### src/rtl/pkt_len_pkg.sv
package pkt_len_pkg;

    typedef enum logic {
        SEL_LENGTH = 1'b0,
        SEL_MODE   = 1'b1
    } host_sel_e;

    typedef struct packed {
        logic load;
        logic adv;
        logic repeat_on;
    } cnt_ctrl_t;

endpackage

### src/rtl/plc_cfg_regs.sv
module plc_cfg_regs
    import pkt_len_pkg::*;
#(
    parameter int CNT_W = 8
) (
    input  logic             clk,
    input  logic             rst,
    input  logic             host_we,
    input  logic             host_sel,
    input  logic [CNT_W-1:0] host_wdata,
    output logic             len_load,
    output logic [CNT_W-1:0] shadow_len,
    output logic             repeat_on
);

    always_comb begin
        len_load = host_we && (host_sel_e'(host_sel) == SEL_LENGTH);
    end

    always_ff @(posedge clk) begin
        if (rst) begin
            shadow_len <= '0;
            repeat_on  <= 1'b0;
        end else if (host_we) begin
            if (host_sel_e'(host_sel) == SEL_LENGTH) begin
                shadow_len <= host_wdata;
            end else begin
                repeat_on <= host_wdata[0];
            end
        end
    end


    mode_reset_chk: assert property (@(posedge clk)
        $past(rst) |-> (repeat_on == 1'b0 && shadow_len == '0));

endmodule

### src/rtl/plc_down_counter.sv
module plc_down_counter
    import pkt_len_pkg::*;
#(
    parameter int CNT_W = 8
) (
    input  logic             clk,
    input  logic             rst,
    input  cnt_ctrl_t        ctrl,
    input  logic [CNT_W-1:0] load_val,
    input  logic [CNT_W-1:0] shadow_len,
    output logic [CNT_W-1:0] cnt_q,
    output logic             tag
);

    localparam logic [CNT_W-1:0] CNT_ONE  = CNT_W'(1);
    localparam logic [CNT_W-1:0] CNT_ZERO = '0;

    logic [CNT_W-1:0] cnt_d;
    logic             at_last;

    always_comb begin
        at_last = (cnt_q == CNT_ONE);
        tag     = ctrl.adv && at_last;
        cnt_d   = cnt_q;
        if (ctrl.load) begin
            cnt_d = load_val;
        end else if (ctrl.adv) begin
            if (at_last) begin
                cnt_d = ctrl.repeat_on ? shadow_len : CNT_ZERO;
            end else if (cnt_q != CNT_ZERO) begin
                cnt_d = cnt_q - CNT_ONE;
            end
        end
    end

    always_ff @(posedge clk) begin
        if (rst) begin
            cnt_q <= '0;
        end else begin
            cnt_q <= cnt_d;
        end
    end


    load_takes_value_chk: assert property (@(posedge clk) disable iff (rst)
        ctrl.load |=> (cnt_q == $past(load_val)));


    step_down_chk: assert property (@(posedge clk) disable iff (rst)
        (ctrl.adv && !ctrl.load && cnt_q > CNT_ONE) |=> (cnt_q == $past(cnt_q) - CNT_ONE));


    idle_hold_chk: assert property (@(posedge clk) disable iff (rst)
        (!ctrl.adv && !ctrl.load) |=> $stable(cnt_q));


    rest_at_zero_chk: assert property (@(posedge clk) disable iff (rst)
        (cnt_q == CNT_ZERO && !ctrl.load) |=> (cnt_q == CNT_ZERO));


    reload_after_tag_chk: assert property (@(posedge clk) disable iff (rst)
        (tag && !ctrl.load) |=>
            (cnt_q == ($past(ctrl.repeat_on) ? $past(shadow_len) : CNT_ZERO)));


    zero_no_tag_chk: assert property (@(posedge clk) disable iff (rst)
        (cnt_q == CNT_ZERO) |-> !tag);

endmodule

### src/rtl/pkt_len_tagger.sv
module pkt_len_tagger
    import pkt_len_pkg::*;
#(
    parameter int CNT_W  = 8,
    parameter int DATA_W = 8
) (
    input  logic              clk,
    input  logic              rst,
    input  logic              host_we,
    input  logic              host_sel,
    input  logic [CNT_W-1:0]  host_wdata,
    input  logic              in_valid,
    input  logic [DATA_W-1:0] in_data,
    output logic              out_valid,
    output logic [DATA_W-1:0] out_data,
    output logic              out_eop,
    output logic [CNT_W-1:0]  cnt_rd
);

    logic             len_load;
    logic [CNT_W-1:0] shadow_len;
    logic             repeat_on;
    cnt_ctrl_t        ctrl;
    logic             tag;

    plc_cfg_regs #(.CNT_W(CNT_W)) u_cfg (
        .clk        (clk),
        .rst        (rst),
        .host_we    (host_we),
        .host_sel   (host_sel),
        .host_wdata (host_wdata),
        .len_load   (len_load),
        .shadow_len (shadow_len),
        .repeat_on  (repeat_on)
    );

    always_comb begin
        ctrl.load      = len_load;
        ctrl.adv       = in_valid;
        ctrl.repeat_on = repeat_on;
    end

    plc_down_counter #(.CNT_W(CNT_W)) u_cnt (
        .clk        (clk),
        .rst        (rst),
        .ctrl       (ctrl),
        .load_val   (host_wdata),
        .shadow_len (shadow_len),
        .cnt_q      (cnt_rd),
        .tag        (tag)
    );

    always_comb begin
        out_valid = in_valid;
        out_data  = in_data;
        out_eop   = tag;
    end


    eop_needs_write_chk: assert property (@(posedge clk) disable iff (rst)
        out_eop |-> out_valid);

endmodule

### config.mk
export PLATFORM = sky130hd
export DESIGN_NAME = pkt_len_tagger
export DESIGN_NICKNAME = d
export VERILOG_FILES = /design/src/rtl/pkt_len_pkg.sv /design/src/rtl/plc_cfg_regs.sv /design/src/rtl/plc_down_counter.sv /design/src/rtl/pkt_len_tagger.sv
export SDC_FILE = /design/constraint.sdc
export NUM_CORES = 1
export LEC_CHECK = 0
export ABC_CLOCK_PERIOD_IN_PS = 3200
export CAP_MARGIN = 20
export CORE_UTILIZATION = 48
export CTS_CLUSTER_DIAMETER = 120
export DETAILED_ROUTE_END_ITERATION = 8
export PLACE_DENSITY = 0.84
export SLEW_MARGIN = 25
export SYNTH_ARGS = -nofsm -noshare
export SYNTH_HDL_FRONTEND = slang
export SYNTH_SLANG_ARGS = --single-unit
### constraint.sdc
create_clock -name clk -period 3.2 [get_ports clk]
set_clock_uncertainty 0.15 [all_clocks]
set_input_delay 0.64 -clock clk [delete_from_list [all_inputs] [get_ports clk]]
set_output_delay 0.64 -clock clk [all_outputs]
set_load 0.005 [all_outputs]
# Word-level counts from Yosys, hierarchy flattened
# Index checks and enable logic that the tools add are counted.
[word_totals]
ff_bits = 17
latch_bits = 0
ramBits = 0
rom_bits = 0
input_bits = 21
out_inout_bits = 18
wordCells = 19
mem_count = 0
[classes]
addsub = 1
n_mul = 0
div = 0
magnitude_cmp = 0
n_eq_ne = 1
shift = 0
mux = 5
bitwise_logic = 1
n_reduce_logical = 8
[ops]
columns = ["cell", "n"]
rows = [
  ["8-bit 2-to-1 mux", 5],
  ["8-bit by 1-bit == test with 1-bit output (second input constant)", 1],
  ["8-bit nonzero test", 1],
  ["8-bit by 1-bit subtractor with 8-bit output (second input constant)", 1],
  ["2-bit AND reduction", 3],
  ["3-bit nonzero test", 1],
  ["1-bit logical AND", 2],
  ["2-bit nonzero test", 1],
  ["1-bit NOT", 1],
]

# Longest topological paths before layout
# Gate-level depths: netlist (run 1).
[depth]
word_depth = 5
depth_mapped = 8
mapped_depth_nobuf = 7

# By module
# From an unflattened synthesis (run 1), not the netlist that was laid out.
[hier_totals]
hier_cells = 140
hier_area_um2 = 1318.8
[modules_own_cells]
columns = ["mod", "instances", "cells_each", "area_per_inst_um2", "seq_area_each_um2"]
rows = [
  ["plc_down_counter", 1, 90, 759.5, 160.2],
  ["plc_cfg_regs", 1, 41, 491.7, 180.2],
  ["pkt_len_tagger", 1, 9, 67.6, 0.0],
]

# Least setup slack after synthesis (run 1)
# OpenSTA, ideal clock, no wires.
[synth_timing]
kind = "flip-flop to flip-flop"
from = "register u_cnt.cnt_q[1]"
to = "register u_cnt.cnt_q[7]"
setup_ns = 0.134
arrival_time_ns = 1.734
t_required_ns = 2.916
path_slack_ns = 1.182
path_stages_with_launch = 8
n_path_buf = 0
period_less_slack_ns = 2.018
path_cell_list = "dfxtp_1 > inv_1 > ha_1 > or3b_2 > o31ai_2 > nand2_1 > nor2_1 > a311oi_2"
[synth_between]
elab_chain_len = 5
word_cells_on_any_way = 9
cone_classes = "add/sub (1); eq/ne (1); mux (4); reduce/logical (3)"
[synth_rtl]
columns = ["element", "line", "text"]
rows = [
  ["from (decl)", "plc_down_counter.sv:11", "output logic [CNT_W-1:0] cnt_q,"],
  ["from (signal assigned)", "plc_down_counter.sv:40", "cnt_q <= cnt_d;"],
  ["8-bit by 1-bit subtractor with 8-bit output", "plc_down_counter.sv:31", "cnt_d = cnt_q - CNT_ONE;"],
  ["8-bit 2-to-1 mux", "plc_down_counter.sv:30", "end else if (cnt_q != CNT_ZERO) begin"],
  ["8-bit 2-to-1 mux", "plc_down_counter.sv:28", "if (at_last) begin"],
  ["8-bit 2-to-1 mux", "plc_down_counter.sv:27", "end else if (ctrl.adv) begin"],
  ["8-bit 2-to-1 mux", "plc_down_counter.sv:25", "if (ctrl.load) begin"],
]
# Parallel ways exist; a longest one is shown, timed or not. The select of a mux whose other input is x is not followed.
# A chain may end at the register's enable or synchronous reset.

# Final worst setup path (run 1)
[layout_timing]
from = "register u_cnt.cnt_q[0]"
to = "output out_eop"
[layout_between]
elab_chain_len = 2
[layout_rtl]
columns = ["element", "line", "text"]
rows = [
  ["8-bit by 1-bit == test with 1-bit output", "plc_down_counter.sv:22", "at_last = (cnt_q == CNT_ONE);"],
  ["1-bit logical AND", "plc_down_counter.sv:23", "tag = ctrl.adv && at_last;"],
  ["to (decl)", "pkt_len_tagger.sv:16", "output logic out_eop,"],
]
# No other way between the ends.

==> results summary, run 1 <==
The first routing iteration left 29 violations. The required time at the worst-slack endpoint is 2410 ps. The timing-limited maximum frequency is 341 MHz. Global routing used 28.3% of the available met1 tracks. The normalized max-slew margin is 58.6%. The cell count after synthesis came out at 146.

For this run, the slowest stage of the critical path takes 490 ps. Gates resized during post-CTS repair numbered 0. The run finished with clean final reports. The relative area change from synthesis to final layout is 13.3%.

The arrival time of the worst setup path is 2140 ps. The total number of nets in the final design is 180. The clock root buffer is clkbuf_4.

After detailed routing, the number of remaining DRC violations is 0. The cell with the most instances after synthesis is nand2_1. TritonCTS built the clock tree. The average instance area after synthesis came out at 7.87 sq um. The via count of the first global-routing pass was 994. The die height is 50.9 um. Sorting the synthesized cells by area gives the leading types as dfxtp_1 (30%), nand2_1 (9.8%), buf_4 (7.2%). The share of synthesized area in the top cell type comes to 29.6%. The clock slew seen by the registers of the worst setup and hold paths came out at 100 ps.

The flip-flop and latch area came out at 340 sq um. The area of the core is 2230 sq um. The number of nets in the synthesized netlist came out at 170. The flip-flop cell with the highest count after synthesis is dfxtp_1. The floorplan has 17 rows. The final routed wirelength across all metal layers came out at 2580 um. The total count of hold-check failures in the final report came to 0. The critical path buffer and inverter count is 1. Walking the worst path, the cells encountered are ha_1 -> nor4b_1 -> and3_1 -> clkdlybuf4s50_1. The worst-case vdd ir drop came out at 0.232 mV. The fill cell total of the finished layout came out at 214. In the final layout, the multi-input gates occupy 663 sq um. Counting instances in the post-synthesis netlist gives the leading cell types as nand2_1 (30), dfxtp_1 (17), a21oi_1 (12), nor2_1 (12), buf_4 (11). The wire-length estimate of the detail-placed layout is 1910 um. The antenna violation net count after detailed routing came out at 0. The critical path in this run is classified as reg2out. The total global routing track utilization came out at 22.2%. The total of buffers placed on input and output ports is 22. From left edge to right edge, the die measures 50.9 um.

The initial utilization of the core area, before any placement, comes to 51.4%. The initial antenna violation count was 0. STA classifies the critical path endpoint as a primary output. The number of max-capacitance violations reported is 0. The share of cells above drive strength 1 came out at 9.03%. The number of flops mapped to enable cells by yosys came out at 0.

Dividing the detail-routed via count by the number of cells gives 5.78. In the final timing run, aggregate negative setup slack is 0 ps. The final-report max-slew violation count came out at 0.

The met2 usage in global routing is 37.3%. The time the final worst path needs with I/O delays and setup came out at 2930 ps. The sum of internal, switching and leakage power is 0.000669 W. The master of the slowest instance on the critical path is clkdlybuf4s50_1. The final hold slack is 317 ps. Of the available clock period, the critical path in the final layout requires 91.7%. The slew at the pin with the worst max-slew slack came out at 619 ps. The finished cells cover 1300 sq um. The leakage component of the power is 0.488 nW. The unique cell type count in the Yosys netlist is 40. The average detailed-routed wire length per instance came out at 14.1 um. The die covers 2590 sq um.

The overall overflow remaining after global route came out at 0. The largest net degree at the start of global routing came out at 22. Summing over every cut layer, the via total after detailed routing is 1058. The number of buffers added to fix hold violations after cts came out at 0. Routability-driven placement finished with a final weighted congestion of 0.910.

CTS built an H-tree with a depth of 1. For this run, global-route usage on met3 was measured as 2.08%. The final antenna diode count is 0.

The proportion of register bits with asynchronous set or reset after synthesis is 0%. The routing layer with the top usage in global route is met2. Among cell families on the critical path, the largest total delay comes from simple AND/OR/NAND/NOR gates. Counting along the longest clock path gives a buffer depth of 2. The total standard cell area after synthesis is 1150 sq um. The maximum fanout encountered on the critical timing path is 6. The final-report setup violation count is 0. Once the clock tree was built, the setup fixing pass inserted 0 buffers. The number of placed I/O pins came out at 39. The power density of the placed cells came out at 514 nW/um^2. Once layout is complete, the utilization of the core stands at 58.3%.

The path class of the tightest hold or removal check is reg2reg. The count of synthesis-stage warnings from yosys came out at 0. Setup repair after global routing left no endpoint under its margin. The worst setup slack for register-to-register paths is 830 ps. The placed cell area came out at 1270 sq um. At the later pin of the worst-skew pair, clock insertion delay measures 290 ps. The detailed-router iteration count before antenna repair is 4. STA classifies the critical path startpoint as a flip-flop. The number of storage elements in the synthesis netlist is 17. The biggest area contributor in the post-synthesis netlist is dfxtp_1. The share of the Yosys chip area taken by registers is 29.6%. The first-pass GRT wire length came out at 4450 um. The number of clock buffers added by TritonCTS is 3.

The TritonCTS sink count is 17.
cell families after synthesis:
logic type,Yosys count,share of synthesized area [%]
buffers and inverters,21,12.6
AOI/OAI and AO/OA,33,21.6
xor gates and xnor gates,3,2.29
muxes,2,1.74
and+or+nand+nor,67,28.9
adders and majority gates,3,3.27
DFF,17,29.6
final cells by class:
type	instances	share of cell area, %
clock buffer	3	1.73
clock inverter	1	0.385
inverter	4	1.15
multi-input combinational	108	51.0
sequential	17	26.2
tap	28	2.69
timing repair buffer	22	16.9
path summary, 6_finish.rpt:
check | start | cells past startpoint | end
worst max-delay path | u_cnt.cnt_q[0] | 4 | out_eop
worst min-delay path | u_cfg.shadow_len[4] | 2 | u_cfg.shadow_len[4]
worst max register to register | u_cnt.cnt_q[1] | 7 | u_cnt.cnt_q[7]
worst min register to register | u_cfg.shadow_len[4] | 2 | u_cfg.shadow_len[4]
tightest hold or removal path, stage by stage (launching register included):
cell and delay, ps:
dfxtp_1 330, nand2_1 50, a21oi_1 50
through the flow:
stage                     setup WS (ps)  instances
after floorplan                    1180        146
after global placement              467        179
after global routing               28.6        183
after CTS                           267        183
final                               266        183
after detailed placement            469        179
metal layers:
layer / wire [um] / up-vias / share of wire [%]
met5: 0 / - / 0
met4: 52 / 0 / 2.0
met3: 91 / 10 / 3.5
met2: 1230 / 24 / 48
met1: 1200 / 500 / 47
li1: - / 524 / -
cells in the final DEF (no fill, tap or decap), drive strengths merged, types with 3 or more instances in the layout:
| master | instances |
|---|---|
| o21ai | 3 |
| clkdlybuf4s50 | 22 |
| nor2 | 12 |
| a31oi | 4 |
| ha | 3 |
| clkbuf | 3 |
| dfxtp | 17 |
| nand4 | 3 |
| inv | 4 |
| a311oi | 4 |
| nor3 | 5 |
| nand2 | 30 |
| a21oi | 12 |
registers in the layout, summed over array words and instances, names as in the netlist:
register          cells
u_cfg.shadow_len      8
u_cnt.cnt_q           8
u_cfg.repeat_on       1
power by group:
part | total, W | switching [W] | internal (W) | leakage [nW]
Combinational | 0.000280 | 0.000139 | 0.000142 | 0.330
Clock | 0.000116 | 0.0000696 | 0.0000465 | 0.0177
Sequential | 0.000272 | 0.0000381 | 0.000234 | 0.140
(Power assumes the default switching activity.)
==> run 2, diff against run 1 <==
Settings changed: ABC_CLOCK_PERIOD_IN_PS 3200 to 3000, CORE_UTILIZATION 48 to 45, HOLD_SLACK_MARGIN from default to 0.12, PLACE_DENSITY 0.84 to 0.79.
Clock period 3.2 ns to 3 ns, I/O delays scaled along.
==> results summary, run 2 (synthesis gave the netlist of run 1 again) <==
Entering global routing, the biggest net connects 22 pins. The flip-flop and latch area is 340 sq um. The time the final worst path needs with I/O delays and setup came out at 2850 ps. The final antenna diode count is 0. The clock slew seen by the registers of the worst setup and hold paths is 110 ps. The required time at the worst-slack endpoint is 2250 ps. The average detailed-routed wire length per instance came out at 15.2 um.

Row generation in the floorplan step produced 17 rows. The power share of the clock group came out at 18.2%. The share of total power dissipated in sequential elements is 40.2%. The portion of total power attributed to combinational logic came out at 41.7%.

After routing the design area is 1320 sq um. STA classifies the critical path startpoint as a flip-flop. Fill cells in the final layout number 215. The leakage component of the power came out at 0.490 nW.

Grouping stages by cell kind, the critical path spends the most delay in buffers and inverters. In this run the number of H-tree levels came out at 1. Using the TritonRoute via totals, the vias-per-cell ratio works out to 5.81. The number of buffers added to fix hold violations after cts came out at 0. The critical path buffer and inverter count came out at 2. Leaving out fill and tap cells, the most frequent cell in the layout is nand2_1. The initial antenna violation count is 0. The placed cell area is 1280 sq um. The total count of hold-check failures in the final report was 0. The relative area change from synthesis to final layout came out at 14.7%.

The switching share of power is 37.7%. For this run, the detailed router's first-pass iteration total came to 4. The largest registers in the layout are u_cfg.shadow_len x8, u_cnt.cnt_q x8, u_cfg.repeat_on x1. The arrival time of the worst setup path is 2100 ps. After detailed routing, the number of remaining DRC violations is 0. The normalized max-slew margin came out at 54.2%. The share of cells above drive strength 1 is 10.3%. The wire-length estimate of the detail-placed layout is 1940 um. The number of buffers on the longest clock path came out at 2.

The total global routing track utilization is 21.9%. By startpoint and endpoint, the worst setup path is classified as reg2out. The clock buffer count from CTS is 3. The timing-limited maximum frequency came out at 351 MHz. The antenna violation net count after detailed routing came out at 0. The maximum fanout encountered on the critical timing path is 5. The die span in x came out at 52.5 um. The critical path goes through inv_1 -> ha_1 -> nor4b_2 -> and3_1 -> clkdlybuf4s50_1.

The flow ran to the end, and the final reports show no timing, DRC or antenna violations. The floorplan step defined a core boundary enclosing 2320 sq um. Adding up every negative setup slack in the final design gives 0 ps. Counting every sink on the clock net gives 17. The total number of nets in the final design is 181.

The floorplan step defined a die boundary enclosing 2760 sq um. The top cell types in the final layout, fill and taps aside, are nand2_1 (30), clkdlybuf4s50_1 (22), dfxtp_1 (17). The violation count after the first detailed-route iteration came out at 46. The final-report max-slew violation count came out at 0. The number of vias after detailed routing is 1069. The period utilization came out at 95.0%. The number of placed I/O pins is 39.

The clock insertion delay at the later pin of the skew report came out at 300 ps. At the pin with the least slew margin, the transition time is 685 ps. Summed over all layers, the routed wires come to 2800 um. The switching power of the nets came out at 0.000274 W. During placement, the flow inserted port buffers numbering 22. TritonCTS built the clock tree. The overall overflow remaining after global route came out at 0. The clock root buffer is clkbuf_4. Once the floorplan was initialized, standard cells occupied 49.5% of the core. The slowest stage of the critical path belongs to the cell clkdlybuf4s50_1. The area of the multi-input gates came out at 669 sq um.

The internal cell power came out at 0.000453 W. The final-report setup violation count came out at 0. The die height came out at 52.5 um.

The via count of the first global-routing pass came to 965. STA classifies the critical path endpoint as a primary output. The power density of the placed cells came out at 553 nW/um^2.

The min-delay analysis places its worst path in the category reg2reg. The tool flagged a number of max-cap violations equal to 0. The global placement routability congestion came out at 0.880.

Across the VDD grid, the largest voltage drop is 0.453 mV. The delay of the slowest cell on the worst path is 490 ps. The first-pass GRT wire length came out at 4430 um.
[run 2: cell count changes in the layout (fill, tap and decap cells not counted)]
cell / change
clkinvlp_4: +1
buf_4: +1
clkinv_2: -1
nor4b_1: -1
nor4b_2: +1
[run 2: through the flow]
stage | cells | worst slack, ps | utilization (%) | hold WS, ps | power [W]
CTS | 184 | 57.1 | 56.6 | 316 | 0.000722
global route | 184 | -20.1 | 56.8 | 340 | 0.000774
finish | 184 | 151 | 56.8 | 315 | 0.000728
floorplan | 146 | 982 | - | 282 | 0.000508
global placement | 180 | 490 | 55.3 | 293 | 0.000581
detailed placement | 180 | 421 | 55.3 | 298 | 0.000590
[run 2: routing by layer]
metal | global-route usage, % | vias up | share of wire (%)
met5 | 0 | - | 0
met4 | 4.82 | 0 | 0
met3 | 10.1 | 0 | 9.4
met2 | 34.6 | 51 | 49
met1 | 26.9 | 489 | 42
li1 | - | 529 | -
[run 2: layout make-up]
cell class              count  area share [%]
clock inverters             1           0.570
multi-input cells         108            50.8
inverters                   4            1.14
repair buffers             23            17.3
clock buffers               3            1.71
well taps                  28            2.66
flip-flops and latches     17            25.8
[run 2: worst reg2reg max path, delay by kind of cell, from the launching register on]
| kind | cells | cell delay (ps) |
|---|---|---|
| and+or+nand+nor | 2 | 770 |
| AOI/OAI and AO/OA | 2 | 560 |
| DFF | 1 | 410 |
| adders and majority gates | 1 | 270 |
| buffers and inverters | 1 | 100 |
[run 2: power by group through the flow]
stage          logic (W)  clock network [W]  registers, W
2_1_floorplan   0.000226                  0      0.000282
3_3_place_gp    0.000288                  0      0.000293
3_5_place_dp    0.000295                  0      0.000295
4_1_cts         0.000299           0.000134      0.000289
5_1_grt         0.000332           0.000145      0.000297
6_report        0.000303           0.000132      0.000292
[run 2: repair_timing]
action                     in CTS  in global routing
setup endpoints to repair       0                  1
buffers inserted                0                  0
resized for setup               0                  1
[run 2: worst paths after layout]
kind,startpoint,to,slack [ps],depth (start not counted)
setup reg to reg,u_cnt.cnt_q[1],u_cnt.cnt_q[3],640,6
hold reg to reg,u_cfg.shadow_len[7],u_cfg.shadow_len[7],310,2
hold / removal,u_cfg.shadow_len[7],u_cfg.shadow_len[7],310,2
setup / recovery,u_cnt.cnt_q[1],out_eop,150,5
==> run 3, diff against run 2 <==
Settings changed: CORE_ASPECT_RATIO from default to 1.75, GPL_ROUTABILITY_DRIVEN from default to 0.
==> results summary, run 3 (synthesis gave the netlist of run 1 again) <==
The worst-case vdd ir drop is 0.270 mV. The floorplan step defined a die boundary enclosing 2770 sq um. The placed cell area came out at 1270 sq um. The ratio of routed vias to standard cells is 5.85. The violation count after the first detailed-route iteration came out at 39. The number of buffers added to fix hold violations after cts is 0. Measured along the x axis, the die boundary spans 40.2 um. The worst path uses 95.8% of the clock period.

The critical path class is reg2out. The number of placed I/O pins came out at 39. The final-report setup violation count is 0.

The critical path goes through ha_1 -> nor4b_1 -> and3_1 -> clkdlybuf4s50_1. STA classifies the critical path endpoint as a primary output. The cell sitting at the root of the clock tree is a clkbuf_8. The most common library cell in the layout ignoring fill and taps is nand2_1. The depth of the CTS H-tree is 1. Leaving out fill and tap cells, the most frequent cells in the layout are nand2_1 (30), clkdlybuf4s50_1 (22), dfxtp_1 (17). For the worst flop-to-flop path, the logic depth is 6.

The clock insertion delay at the later pin of the skew report is 260 ps. The cell row count came out at 23. The final design area excluding fillers came out at 1320 sq um. The tightest min-delay check is of the reg2reg type. The routed design has 2570 um of wire. The largest net degree at the start of global routing came out at 22. The number of vias after detailed routing came out at 1053.

Of the cells placed in the final design, the portion with a size suffix greater than 1 is 9.03%. The net count of the finished layout is 180. Of all nets on the critical path, the largest fanout is 6.

The normalized max-slew margin came out at 56.8%. The CTS tree is built. STA classifies the critical path startpoint as a flip-flop. The number of max-capacitance violations reported is 0. The die height came out at 68.8 um. STA puts the critical path data required time at 2250 ps.

The worst setup slack for register-to-register paths came out at 620 ps. The number of buffers on the longest clock path came out at 2. Setup repair after global routing left no endpoint under its margin. The largest registers in the layout are u_cfg.shadow_len x8, u_cnt.cnt_q x8, u_cfg.repeat_on x1. The most critical setup path has its endpoint at out_eop. In this run the worst setup path begins at u_cnt.cnt_q[0]. The initial antenna violation count is 0. The flow ran to the end, and the final reports show no timing, DRC or antenna violations. The number of cells upsized or downsized after cts came out at 0. The slew at the pin with the worst max-slew slack is 647 ps.

The leakage component of the power came out at 0.495 nW. The detailed-router iteration count before antenna repair came out at 4. The time the final worst path needs with I/O delays and setup is 2870 ps. The total global routing track utilization came out at 21.8%. The via count of the first global-routing pass was 942. The first global-routing pass estimated 4200 um of wire.

The initial core utilization is 48.7%. The area of the core came out at 2360 sq um. The worst register-to-register path ends at u_cnt.cnt_q[3]. The master of the slowest instance on the critical path is clkdlybuf4s50_1. For this run, the top clock speed supported by timing is 348 MHz. The arrival time of the worst setup path came out at 2120 ps. For this run, design rule violations remaining after detail routing come to 0.

The power density of the placed cells is 575 nW/um^2. The startpoint identified for the worst register-to-register timing path is u_cnt.cnt_q[0]. After clock tree synthesis, the setup repair step added 0 buffers.

The antenna violation net count after detailed routing is 0. Counting the buffers created by CTS gives 3. The total of buffers placed on input and output ports is 22.

From synthesis to final layout, the design area changed by 14.6%. The final antenna diode count came out at 0. The clock slew seen by the registers of the worst setup and hold paths is 70 ps. The final total negative setup slack came out at 0 ps. The total count of hold-check failures in the final report came out at 0. The final-report max-slew violation count is 0. The final HPWL from detailed placement is 1890 um. The average detailed-routed wire length per instance came out at 14.3 um. The overall overflow remaining after global route is 0. The delay of the slowest cell on the worst path is 490 ps.

The TritonCTS sink count is 17.
run 3: changes by cell type in the layout (fill, tap and decap cells not counted):
cell / delta
clkinv_2: +1
nor4b_2: -1
clkbuf_4: -3
clkbuf_8: +3
nor4b_1: +1
buf_4: -1
clkinvlp_4: -1
run 3: critical path: cells and delay by family (launching register included):
kind,cells,cell delay [ps]
adder cells (fa/ha/maj),1,300
buffers and inverters,1,490
flip-flops,1,410
AND/OR/NAND/NOR,2,660
run 3: layout make-up:
class                   instances  area (sq um)
fillers                       222          1040
multi-input cells             108           663
flip-flops and latches         17           340
repair buffers                 22           220
clock buffers                   3          41.3
well taps                      25          31.3
inverters                       4          15.0
clock inverters                 1          5.00
run 3: how the worst min path moves through the flow:
stage	startpoint	to	slack (ps)	depth (start not counted)
finish	u_cfg.shadow_len[3]	u_cfg.shadow_len[3]	300	2
detailed placement	u_cfg.shadow_len[3]	u_cfg.shadow_len[3]	290	2
global placement	u_cfg.shadow_len[3]	u_cfg.shadow_len[3]	290	2
floorplan	u_cfg.shadow_len[3]	u_cfg.shadow_len[3]	280	2
CTS	u_cfg.shadow_len[3]	u_cfg.shadow_len[3]	300	2
global route	u_cfg.shadow_len[3]	u_cfg.shadow_len[3]	320	2
run 3: per-layer routing:
metal	share of wire, %	up-vias	global-route usage, %	wire length, um
met2	51	28	36.5	1310
li1	-	526	-	-
met1	43	493	25.7	1120
met4	2.1	0	10.8	54
met5	0	-	0	0
met3	3.5	6	3.53	90
run 3: power breakdown:
| group | switching (W) | internal, W |
|---|---|---|
| logic | 0.000144 | 0.000151 |
| registers | 0.0000407 | 0.000250 |
| clock network | 0.0000793 | 0.0000923 |
| total | 0.000264 | 0.000493 |
run 3: per-stage QoR:
step           cells  worst slack (ps)  total power (W)  hold slack (ps)  util (%)
2_1_floorplan    146               982         0.000508              282         -
3_3_place_gp     176               370         0.000579              292      53.8
3_5_place_dp     176               359         0.000587              293      53.8
4_1_cts          180               146         0.000762              303      55.8
5_1_grt          180              47.9         0.000810              316      55.8
6_report         180               127         0.000757              301      55.8
